--- src/rtl/setcc_pkg.sv ---
package setcc_pkg;

    localparam int unsigned SEL_W = 3;

    typedef enum logic [SEL_W-1:0] {
        SEL_LE  = 3'b000,
        SEL_LT  = 3'b001,
        SEL_GE  = 3'b010,
        SEL_GT  = 3'b011,
        SEL_EQ  = 3'b100,
        SEL_NE  = 3'b101,
        SEL_RS6 = 3'b110,
        SEL_RS7 = 3'b111
    } sel_e;

endpackage

--- src/rtl/setcc_slt.sv ---
// Signed less-than. When the signs differ, opa's sign bit gives the answer.
// When the signs match, the lower bits are compared as unsigned through a borrow.
module setcc_slt #(
    parameter int unsigned W = 16
) (
    input  logic [W-1:0] a,
    input  logic [W-1:0] b,
    output logic         lt
);
    localparam int unsigned MW = W - 1;

    logic          sign_diff;
    logic [MW:0]   mag_diff;
    logic          mag_borrow;

    always_comb begin
        sign_diff  = a[W-1] ^ b[W-1];
        mag_diff   = {1'b0, a[MW-1:0]} - {1'b0, b[MW-1:0]};
        mag_borrow = mag_diff[MW];
        lt         = sign_diff ? a[W-1] : mag_borrow;
    end
endmodule

--- src/rtl/setcc_eq.sv ---
// Equality: per-bit match cells, then an AND reduction.
module setcc_eq #(
    parameter int unsigned W = 16
) (
    input  logic [W-1:0] a,
    input  logic [W-1:0] b,
    output logic         eq
);
    logic [W-1:0] bit_match;

    for (genvar i = 0; i < W; i++) begin : g_match
        assign bit_match[i] = ~(a[i] ^ b[i]);
    end

    assign eq = &bit_match;
endmodule

--- src/rtl/setcc_sel.sv ---
// Derives all six relations from one less-than and one equality signal.
module setcc_sel
    import setcc_pkg::*;
#(
    parameter int unsigned W = 16
) (
    input  logic [SEL_W-1:0] sel,
    input  logic             lt,
    input  logic             eq,
    output logic [W-1:0]     word
);
    logic hit;

    always_comb begin
        hit = 1'b0;
        unique case (sel_e'(sel))
            SEL_LE:  hit = lt | eq;
            SEL_LT:  hit = lt;
            SEL_GE:  hit = ~lt;
            SEL_GT:  hit = ~(lt | eq);
            SEL_EQ:  hit = eq;
            SEL_NE:  hit = ~eq;
            default: hit = 1'b0;
        endcase
    end

    always_comb begin
        word    = '0;
        word[0] = hit;
    end
endmodule

--- src/rtl/setcc_cmp.sv ---
module setcc_cmp
    import setcc_pkg::*;
#(
    parameter int unsigned W = 16
) (
    input  logic [W-1:0]     opa,
    input  logic [W-1:0]     opb,
    input  logic [SEL_W-1:0] cond,
    output logic [W-1:0]     result,
    output logic             ovf
);
    logic lt_s;
    logic eq_s;

    setcc_slt #(.W(W)) u_slt (.a(opa), .b(opb), .lt(lt_s));
    setcc_eq  #(.W(W)) u_eq  (.a(opa), .b(opb), .eq(eq_s));
    setcc_sel #(.W(W)) u_sel (.sel(cond), .lt(lt_s), .eq(eq_s), .word(result));

    assign ovf = 1'b0;
endmodule

--- config.mk ---
export PLATFORM = sky130hd
export DESIGN_NAME = setcc_cmp
export DESIGN_NICKNAME = d
export VERILOG_FILES = /design/src/rtl/setcc_pkg.sv /design/src/rtl/setcc_slt.sv /design/src/rtl/setcc_eq.sv /design/src/rtl/setcc_sel.sv /design/src/rtl/setcc_cmp.sv
export SDC_FILE = /design/constraint.sdc
export NUM_CORES = 1
export LEC_CHECK = 0
export BUFFER_PORTS_ARGS = -buffer_cell sky130_fd_sc_hd__buf_4
export CAP_MARGIN = 20
export CELL_PAD_IN_SITES_DETAIL_PLACEMENT = 0
export CELL_PAD_IN_SITES_GLOBAL_PLACEMENT = 2
export CORE_ASPECT_RATIO = 1.2
export CORE_MARGIN = 2
export CORE_UTILIZATION = 23
export DETAILED_ROUTE_END_ITERATION = 7
export PLACE_DENSITY = 0.95
export SYNTH_ARGS = -nofsm -noshare
export SYNTH_HDL_FRONTEND = slang
export SYNTH_HIERARCHICAL = 1
export SYNTH_SLANG_ARGS = --single-unit
--- constraint.sdc ---
create_clock -name vclk -period 4.1
set_input_delay 0.82 -clock vclk [all_inputs]
set_output_delay 0.82 -clock vclk [all_outputs]
set_load 0.05 [all_outputs]
# After elaboration in Yosys (flattened, before gate mapping)

Cells that the tools add are included.

Memories: 0
ROM bits: 0
Bits in writable memories: 0
Flip-flop bits (word level): 0
Output and inout port bits: 17
Bits in latches: 0

Shifts and indexed selects: 0
Add/subtract/negate cells: 1
Reduce and logical (&&, ||, !) cells: 2
$lt $le $gt $ge: 0
Multiply operators: 0
Bitwise operators: 36
Eq/ne operators: 5
Divide/modulo/power cells: 0
Muxes and demuxes: 2

Operator list:

| operator                                                              | count |
|---|---|
| 1-bit inverter                                                        | 19 |
| 16-bit AND reduction                                                  | 1 |
| 15-bit by 15-bit subtractor with 16-bit output                        | 1 |
| 1-bit XOR                                                             | 16 |
| 3-bit by 2-bit equality test with 1-bit output, second input constant | 2 |
| 3-bit equality test, second input constant                            | 2 |
| 1-bit case mux with 6 select lines                                    | 1 |
| 3-bit by 1-bit equality test with 1-bit output, second input constant | 1 |
| 3-bit zero test                                                       | 1 |
| 1-bit 2-to-1 mux                                                      | 1 |
| 1-bit OR                                                              | 1 |

# Longest topological paths before layout

Gate-level depths: netlist (run 1).

Depth after elaboration: 6
Gate-level depth with buffers: 10
Mapped depth without buffers: 9

# Hierarchy

Netlist (run 1), hierarchy kept.

By module, submodules not included:

| module    | area each (um^2) | sequential area each (um^2) | cells each | instances |
|---|---|---|---|---|
| setcc_slt | 376.6            | 0.0                         | 51         | 1 |
| setcc_eq  | 177.7            | 0.0                         | 21         | 1 |
| setcc_sel | 160.2            | 0.0                         | 22         | 1 |
| setcc_cmp | 11.3             | 0.0                         | 2          | 1 |

# Least setup slack after synthesis (run 1)

Ideal clock, no wire load.

Path type: input port to output port
From: input opb[14]
To: output result[0]
Cell stages on the path: 10
Path buffers: 1
Path slack: 1059 ps
Required time: 3280 ps
Arrival: 2221 ps
Path through: inv_1 ha_1 and2_4 a221oi_2 o221ai_1 a21oi_1 a21oi_1 mux2i_1 o22ai_1 buf_4

Elaborated cells between the ends (all ways): 10
Classes of those cells: 1 x add/sub; 2 x mux; 6 x bitwise; 1 x reduce/logical

RTL lines:

| element                                          | RTL line                         | RTL |
|---|---|---|
| from (decl)                                      | setcc_cmp.sv:7                   | `input logic [W-1:0] opb,` |
| 15-bit by 15-bit subtractor with 16-bit output * | setcc_slt.sv:18                  | `mag_diff = {1'b0, a[MW-1:0]} - {1'b0, b[MW-1:0]};` |
| 1-bit 2-to-1 mux *                               | setcc_slt.sv:20                  | `lt = sign_diff ? a[W-1] : mag_borrow;` |
| net lt_s                                         | setcc_cmp.sv:12                  | `logic lt_s;` |
| 1-bit OR                                         | setcc_sel.sv:17, setcc_sel.sv:20 |  |
| 1-bit inverter                                   | setcc_sel.sv:20                  | `SEL_GT: hit = ~(lt \| eq);` |
| 1-bit case mux with 6 select lines *             | setcc_sel.sv:16                  | `unique case (sel_e'(sel))` |
| to (decl)                                        | setcc_cmp.sv:9                   | `output logic [W-1:0] result,` |

The timed path passes the listed nets; every way through them passes the cells marked *.

# Worst setup path after layout (run 1)

From: input opa[14]
To: output result[0]

Elaborated cells between the ends (all ways): 10
Classes of those cells: 1 x add/sub; 2 x mux; 6 x bitwise; 1 x reduce/logical

RTL lines:

| element                                          | RTL line                         | RTL |
|---|---|---|
| from (decl)                                      | setcc_cmp.sv:6                   | `input logic [W-1:0] opa,` |
| 15-bit by 15-bit subtractor with 16-bit output * | setcc_slt.sv:18                  |  |
| 1-bit 2-to-1 mux *                               | setcc_slt.sv:20                  |  |
| net lt_s                                         | setcc_cmp.sv:12                  |  |
| 1-bit OR                                         | setcc_sel.sv:17, setcc_sel.sv:20 |  |
| 1-bit inverter                                   | setcc_sel.sv:20                  |  |
| 1-bit case mux with 6 select lines *             | setcc_sel.sv:16                  |  |

Marks and branches as above.

==> flow_summary.toml, run 1 <==
[global_route]
antenna_found_initial = 0
grt_pass1_wl_microns = 2440
grt_overflow_total = 0
grt_max_degree = 4
grt_pass1_vias = 602
grtUsageTotal_pct = 8.12

[sta]
finalWorstSetupSlack_ns = 0.776
finalWorstPathRequiredPeriod_ns = 3.32
rsz0062_at_grt = "false"
fin_crit_sh_pct = 81.1
fin_tns_setup_ns = 0
max_freq_ghz = 0.301
hold_viol_final = 0
setup_violations = 0
slew_viol_final = 0

[clocking]
holdBufCountCts = 0
post-cts-setup-buffers = 0
cts_resized = 0

[cells_and_area]
nNetsFinal = 180
nClkBuffers = 0
nFlopsAndLatches = 0
final-seq-area_sq_um = 0
syn2layout_area_growth_pct = 33.1
n_fill_cell = 349
layoutNonFillerInstCount = 165
n_antenna_cell = 0
layout-drive-gt1-share_pct = 31.0
multiInputGateArea_sq_um = 598

[setup_path]
path_class = "input pin to output port"
critPathTopFamily = "compound AO/OA/AOI/OAI gates"
slowest_delay_ns = 0.31
cp_data_arrival_time_ns = 2.50
crit_path_cell_trace = "buf_4 > ha_1 > and2_4 > a221oi_2 > o221ai_1 > a21oi_1 > a21oi_1 > mux2i_1 > o22ai_1 > buf_4"
crit_path_top_delay_cell = "ha_1"
required_ns = 3.28
critPathLaunchType = "input pin"
crit_path_max_fanout = 2
worst-path-buf-inv = 2
cp-end-kind = "output port"

[placed_design]
dpl.cell_count = 165
portBuffers = 36
dp_slack_ns = 0.767
hpwl_microns = 1560
gp_congestion = 0.866

[detailed_routing]
viasPerCell = 4.22
num_vias = 696
finalWirelength_microns = 1640
ant_nets = 0
dr.pass1.iters = 4
wire_per_inst_microns = 9.93
drc = 0
drtIter0Drc = 14

[synth]
yosys.area.top_type = "ha_1"
synthMuxAreaShare_pct = 2.93
yosysMostFrequentCell = "buf_4"
synth_common_cells = "buf_4, xnor2_1, ha_1, inv_1, a21oi_1"
synthAdderAreaFrac_pct = 24.1
synthTopCellsByArea = "ha_1, xnor2_1, buf_4, inv_1, nand4_1"
yosysUniqueCellTypes = 23
postSynthAreaPerCell_sq_um = 7.56
yosys.area_share.simple_pct = 13.8
synth_compound_area_share_pct = 14.0
syn_area_sq_um = 726
synth_top_family_by_area = "buffers and inverters"
yosysWarnings = 6
synthCells = 96
synth_top_area_share_pct = 24.1
synth-xor-area-share_pct = 19.3
yosysSeqAreaShare_pct = 0

[floorplan]
core_area_sq_mm = 0.00303
fp-row-count = 22
die_h_microns = 65.5
dieArea_sq_mm = 0.00362
die_w_microns = 55.3
initial_core_util_pct = 24.0
ios = 52

[power_and_ir_drop]
ir_drop_mv = 0.0504
power_density_mw_per_mm2 = 132
power.static_leakage_nw = 0.513
power_uw = 127

[hold_path]
hp-class = "input pin to output port"

[outcome]
status = "finished, final reports clean"

[job]
drv_cap = 0
-- per-stage QoR --
stage,cell area (sq um),utilization [%],hold WS (ns)
5_1_grt,966,31.9,1.99
6_report,966,31.9,1.97
3_5_place_dp,966,31.9,1.97
3_3_place_gp,966,31.9,1.97
2_1_floorplan,778,-,1.86
4_1_cts,966,31.9,1.97
-- tightest hold or removal path: stages --
cell and delay [ns]:
buf_4 0.09, o22ai_1 0.05, buf_4 0.18
-- cells in the final DEF, fill, tap and decap left out, drive strengths merged, types with 2 or more instances in the layout --
master / netlist / layout
a21o: 2 / 2
a21oi: 6 / 6
buf: 17 / 36
conb: 2 / 16
ha: 14 / 14
inv: 14 / 14
nand2: 4 / 4
nand2b: 2 / 2
nand4: 5 / 5
o21a: 2 / 2
xnor2: 16 / 16
-- cell type report --
cell class	count	share of cell area (%)
Multi-Input combinational cell	79	61.9
Timing Repair Buffer	36	28.0
Inverter	14	5.44
Tap cell	36	4.66
-- cells by family after synthesis --
family	count (synthesis)
other	2
adder cells (fa/ha/maj)	14
buffers and inverters	31
AND/OR/NAND/NOR	16
XOR/XNOR	16
AO/OA/AOI/OAI	15
multiplexers	2
-- final timing paths --
check	from	endpoint	slack, ns	cells after the start
min	cond[1]	result[0]	1.97	3
max	opa[14]	result[0]	0.78	10
-- power breakdown --
part           switching, mW  internal [mW]
Sequential                 0              0
Combinational         0.0742         0.0530
Clock                      0              0
-- per-layer routing --
metal	vias up	track usage, %	wire length, microns
met5	-	0	0
met1	306	9.72	649
met2	32	16.7	871
li1	358	-	-
met4	0	0	0
met3	0	0.394	118
Power figures use the tool's default switching activity.
==> inputs of run 2 (changes only) <==
ABC_AREA = 1   (was not set)
CORE_UTILIZATION = 21   (was 23)
clock period = 3.2 ns   (was 4.1 ns; I/O delays follow)
==> run 2 against run 1 <==
  * Global-route usage is 1.3 points lower
  * Sequential cell count stayed put
  * Critical path depth increased by 4
  * Via count up 23%
  * Final cell count up 50%
  * Combinational power rose by 31%
  * Die area increased by 29%
  * Hold slack worse by 0.30 ns
==> flow_summary.toml, run 2 <==
[setup_path]
cp-end-kind = "output port"
worst-path-buf-inv = 3
cp_data_arrival_time_ns = 2.06
critPathTopFamily = "simple AND/OR/NAND/NOR gates"
crit_path_cell_trace = "buf_4 > ha_1 > nand2_1 > nor2_2 > nor3b_2 > nand2_1 > nand2_1 > nand2_1 > inv_1 > nand3_1 > nand2_1 > nand2_1 > nand2_1 > buf_4"
crit_path_top_delay_cell = "ha_1"
critPathLaunchType = "input pin"
cpMostUsedCell = "nand2_1"
crit_path_max_fanout = 3
slowest_delay_ns = 0.28
path_class = "input pin to output port"
required_ns = 2.56

[cells_and_area]
final_cell_mix = "nand2_1, inv_1, buf_4"
n_antenna_cell = 0
layoutNonFillerInstCount = 247
nClkBuffers = 0
stdcell_area_sq_mm = 0.00113
nNetsFinal = 244
n_fill_cell = 479
final_common_cell = "nand2_1"
nFlopsAndLatches = 0
final-seq-area_sq_um = 0
layout-drive-gt1-share_pct = 20.2
syn2layout_area_growth_pct = 30.3

[synth]
yosysUniqueCellTypes = 13
synthTopCellsByArea = "nand2_1, ha_1, inv_1, buf_4, xnor2_1"
synth_top_area_share_pct = 25.6
yosysWarnings = 6
yosys.area.top_type = "nand2_1"
synth_common_cells = "nand2_1, inv_1, buf_4"
syn_area_sq_um = 866
postSynthAreaPerCell_sq_um = 5.41
yosysSeqAreaShare_pct = 0
yosysMostFrequentCell = "nand2_1"
synthCells = 160

[sta]
rsz0062_at_grt = "false"
fin_crit_sh_pct = 84.2
max_freq_ghz = 0.371
fin_tns_setup_ns = 0
hold_viol_final = 0
finalWorstPathRequiredPeriod_ns = 2.70
slew_viol_final = 0
setup_violations = 0

[detailed_routing]
drtIter0Drc = 9
num_vias = 858
ant_nets = 0
dr.pass1.iters = 2
wire_per_inst_microns = 6.43
drc = 0
finalWirelength_microns = 1590
viasPerCell = 3.47

[placed_design]
portBuffers = 36
dpl.cell_count = 247
hpwl_microns = 1520
place_area_sq_mm = 0.00113
gp_congestion = 0.687

[global_route]
grt_overflow_total = 0
grt_pass1_vias = 707
antenna_found_initial = 0
grt_max_degree = 4
grt_pass1_wl_microns = 2750
grtUsageTotal_pct = 6.86

[power_and_ir_drop]
ir_drop_mv = 0.0480
power_density_mw_per_mm2 = 147
power.static_leakage_nw = 0.736

[floorplan]
dieArea_sq_mm = 0.00465
initial_core_util_pct = 22.0
ios = 52
core_area_sq_mm = 0.00394
fp-row-count = 25
die_w_microns = 62.6
die_h_microns = 74.3

[clocking]
cts_resized = 0
post-cts-setup-buffers = 0
holdBufCountCts = 0

[outcome]
status = "finished, final reports clean"

[job]
drv_cap = 0

[hold_path]
hp-class = "input pin to output port"
## run 2: cell count changes in the layout (fill, tap and decap cells not counted), sizes merged, moves of 2 or more
| cell | previous run | this run |
|---|---|---|
| nand2b | 2 | 0 |
| nand3 | 0 | 2 |
| nand4 | 5 | 0 |
| xnor2 | 16 | 11 |
| o21a | 2 | 0 |
| nor2 | 0 | 8 |
| inv | 14 | 39 |
| a21o | 2 | 0 |
| nand2 | 4 | 59 |
## run 2: tightest hold or removal path: stages
cell     delay, ns
buf_4         0.08
inv_1         0.03
nand2_1       0.05
nand2_1       0.04
buf_4         0.18
## run 2: final cells by class
type                       count  area, sq um  area share (%)
multi-input combinational    118          644            57.1
timing repair buffer          36          270            23.9
inverter                      39          146            13.0
tap                           54         67.6            5.99
## run 2: cells by family after synthesis
group | after synthesis | share of synthesized area (%)
xor gates and xnor gates | 11 | 11.1
adders and majority gates | 14 | 20.2
buffers and inverters | 56 | 31.6
AOI/OAI and AO/OA | 6 | 3.47
other | 2 | 0.867
and+or+nand+nor | 71 | 32.7
## run 2: path summary, 6_finish.rpt
check    start   endpoint  slack, ns  cells after the start
max    opa[14]  result[0]       0.50                     14
min    cond[2]  result[0]       1.66                      5
## run 2: stage by stage
step	utilization (%)	total power, mW	setup WS, ns	hold WS, ns
after floorplan	-	0.129	0.725	1.56
after global routing	28.6	0.189	0.214	1.71
after detailed placement	28.6	0.168	0.469	1.67
final	28.6	0.166	0.504	1.66
after global placement	28.6	0.169	0.463	1.67
after CTS	28.6	0.169	0.460	1.67
## run 2: routing by layer
layer	part of all wire (%)	wire (microns)	GRT usage (%)
met1	44	697	8.61
met2	49	773	13.7
met3	7.3	116	0.454
met4	0	0	0
met5	0	0	0
## run 2: power breakdown
part | switching [mW] | internal, mW | leakage [nW]
clock network | 0 | 0 | 0
registers | 0 | 0 | 0
logic | 0.101 | 0.0657 | 0.736
==> inputs of run 3 (changes only) <==
ABC_AREA = 0   (was 1)
PLACE_DENSITY = 0.93   (was 0.95)
clock period = 2.6 ns   (was 3.2 ns; I/O delays follow)
==> run 3 against run 2 <==
  * Core utilization is 4.6 points higher
  * Hold slack worse by 0.31 ns
  * Non-clock buffer count is 7 higher
  * Via count is 16% lower
  * Global-route usage is 1.9 points higher
  * Combinational power is 36% higher
  * Sequential cell count stayed put
  * Clock-buffer cell count stayed put
  * Die area is 15% lower
==> flow_summary.toml, run 3 (synthesis results as in run 1) <==
[setup_path]
crit_path_start = "opb[12]"
required_ns = 2.08
cp-end-kind = "output port"
critPathLaunchType = "input pin"
crit_path_max_fanout = 2
cp_data_arrival_time_ns = 2.08
path_class = "input pin to output port"

[sta]
fin_tns_setup_ns = 0
max_freq_ghz = 0.385
rsz0062_at_grt = "true"
setup_violations = 0
slew_viol_final = 0
hold_ws_ns = 1.36
finalWorstPathRequiredPeriod_ns = 2.60
fin_crit_sh_pct = 99.9
hold_viol_final = 0

[cells_and_area]
nFlopsAndLatches = 0
final-seq-area_sq_um = 0
n_antenna_cell = 0
syn2layout_area_growth_pct = 52.8
nClkBuffers = 0
layout-drive-gt1-share_pct = 41.9
final_cell_mix = "buf_4, conb_1, xnor2_1"
layoutNonFillerInstCount = 173
utilization_pct = 33.2
nNetsFinal = 187
final_common_cell = "buf_4"

[detailed_routing]
ant_nets = 0
drtIter0Drc = 13
finalWirelength_microns = 1720
drc = 0
wire_per_inst_microns = 9.95
viasPerCell = 4.16
num_vias = 720
dr.pass1.iters = 5

[floorplan]
die_h_microns = 68.4
fp-row-count = 23
initial_core_util_pct = 21.7
core_area_sq_mm = 0.00334
die_w_microns = 57.7
ios = 52
dieArea_sq_mm = 0.00394

[placed_design]
portBuffers = 36
dpl.cell_count = 171
gp_congestion = 0.720
hpwl_microns = 1540

[hold_path]
hold_path_startpoint = "cond[1]"
hp-class = "input pin to output port"

[job]
drv_cap = 0

[global_route]
grt_max_degree = 4
grt_pass1_vias = 724
grt_overflow_total = 0
grt_pass1_wl_microns = 2820
antenna_found_initial = 0
grtUsageTotal_pct = 8.73

[power_and_ir_drop]
ir_drop_mv = 0.0922
power_uw = 226
power.static_leakage_nw = 0.571
power_density_mw_per_mm2 = 204

[outcome]
status = "finished, final reports clean"
run 3: cell type report:
cell class,count,area [sq um]
Fill cell,373,2230
Inverter,14,55.1
Multi-Input combinational cell,79,673
Tap cell,37,46.3
Timing Repair Buffer,43,334
run 3: per-layer routing:
metal | global-route usage (%) | routed length [microns]
met5 | 0 | 0
met4 | 0 | 0
met3 | 0.378 | 158
met2 | 18.8 | 927
met1 | 9.82 | 635
run 3: what timing repair did:
action,CTS,global route
setup endpoints to repair,1,1
hold buffers,0,0
pin swaps,8,1
setup buffers,2,0
resized for setup,13,3
run 3: worst max-delay path, stage by stage:
cell and delay [ns]:
buf_8 0.10, inv_4 0.05, ha_4 0.19, a21o_1 0.18, a221oi_2 0.27, o221ai_2 0.13
a21oi_2 0.15, a21oi_1 0.06, mux2i_1 0.17, o22ai_2 0.10, buf_6 0.15
run 3: power breakdown:
group          internal (mW)  switching (mW)
logic                 0.0999           0.126
clock network              0               0
registers                  0               0
run 3: per-stage QoR:
stage                     cell area (sq um)  setup slack, ns
after floorplan                         778            0.159
after global placement                 1000          -0.0904
after detailed placement               1000           -0.102
after CTS                              1090          0.00179
after global routing                   1110          -0.0476
final                                  1110          0.00301
run 3: path summary, 6_finish.rpt:
| kind | cells after the start | to | slack (ns) |
|---|---|---|---|
| setup / recovery | 11 | result[0] | 0.003 |
| hold / removal | 3 | result[0] | 1.36 |
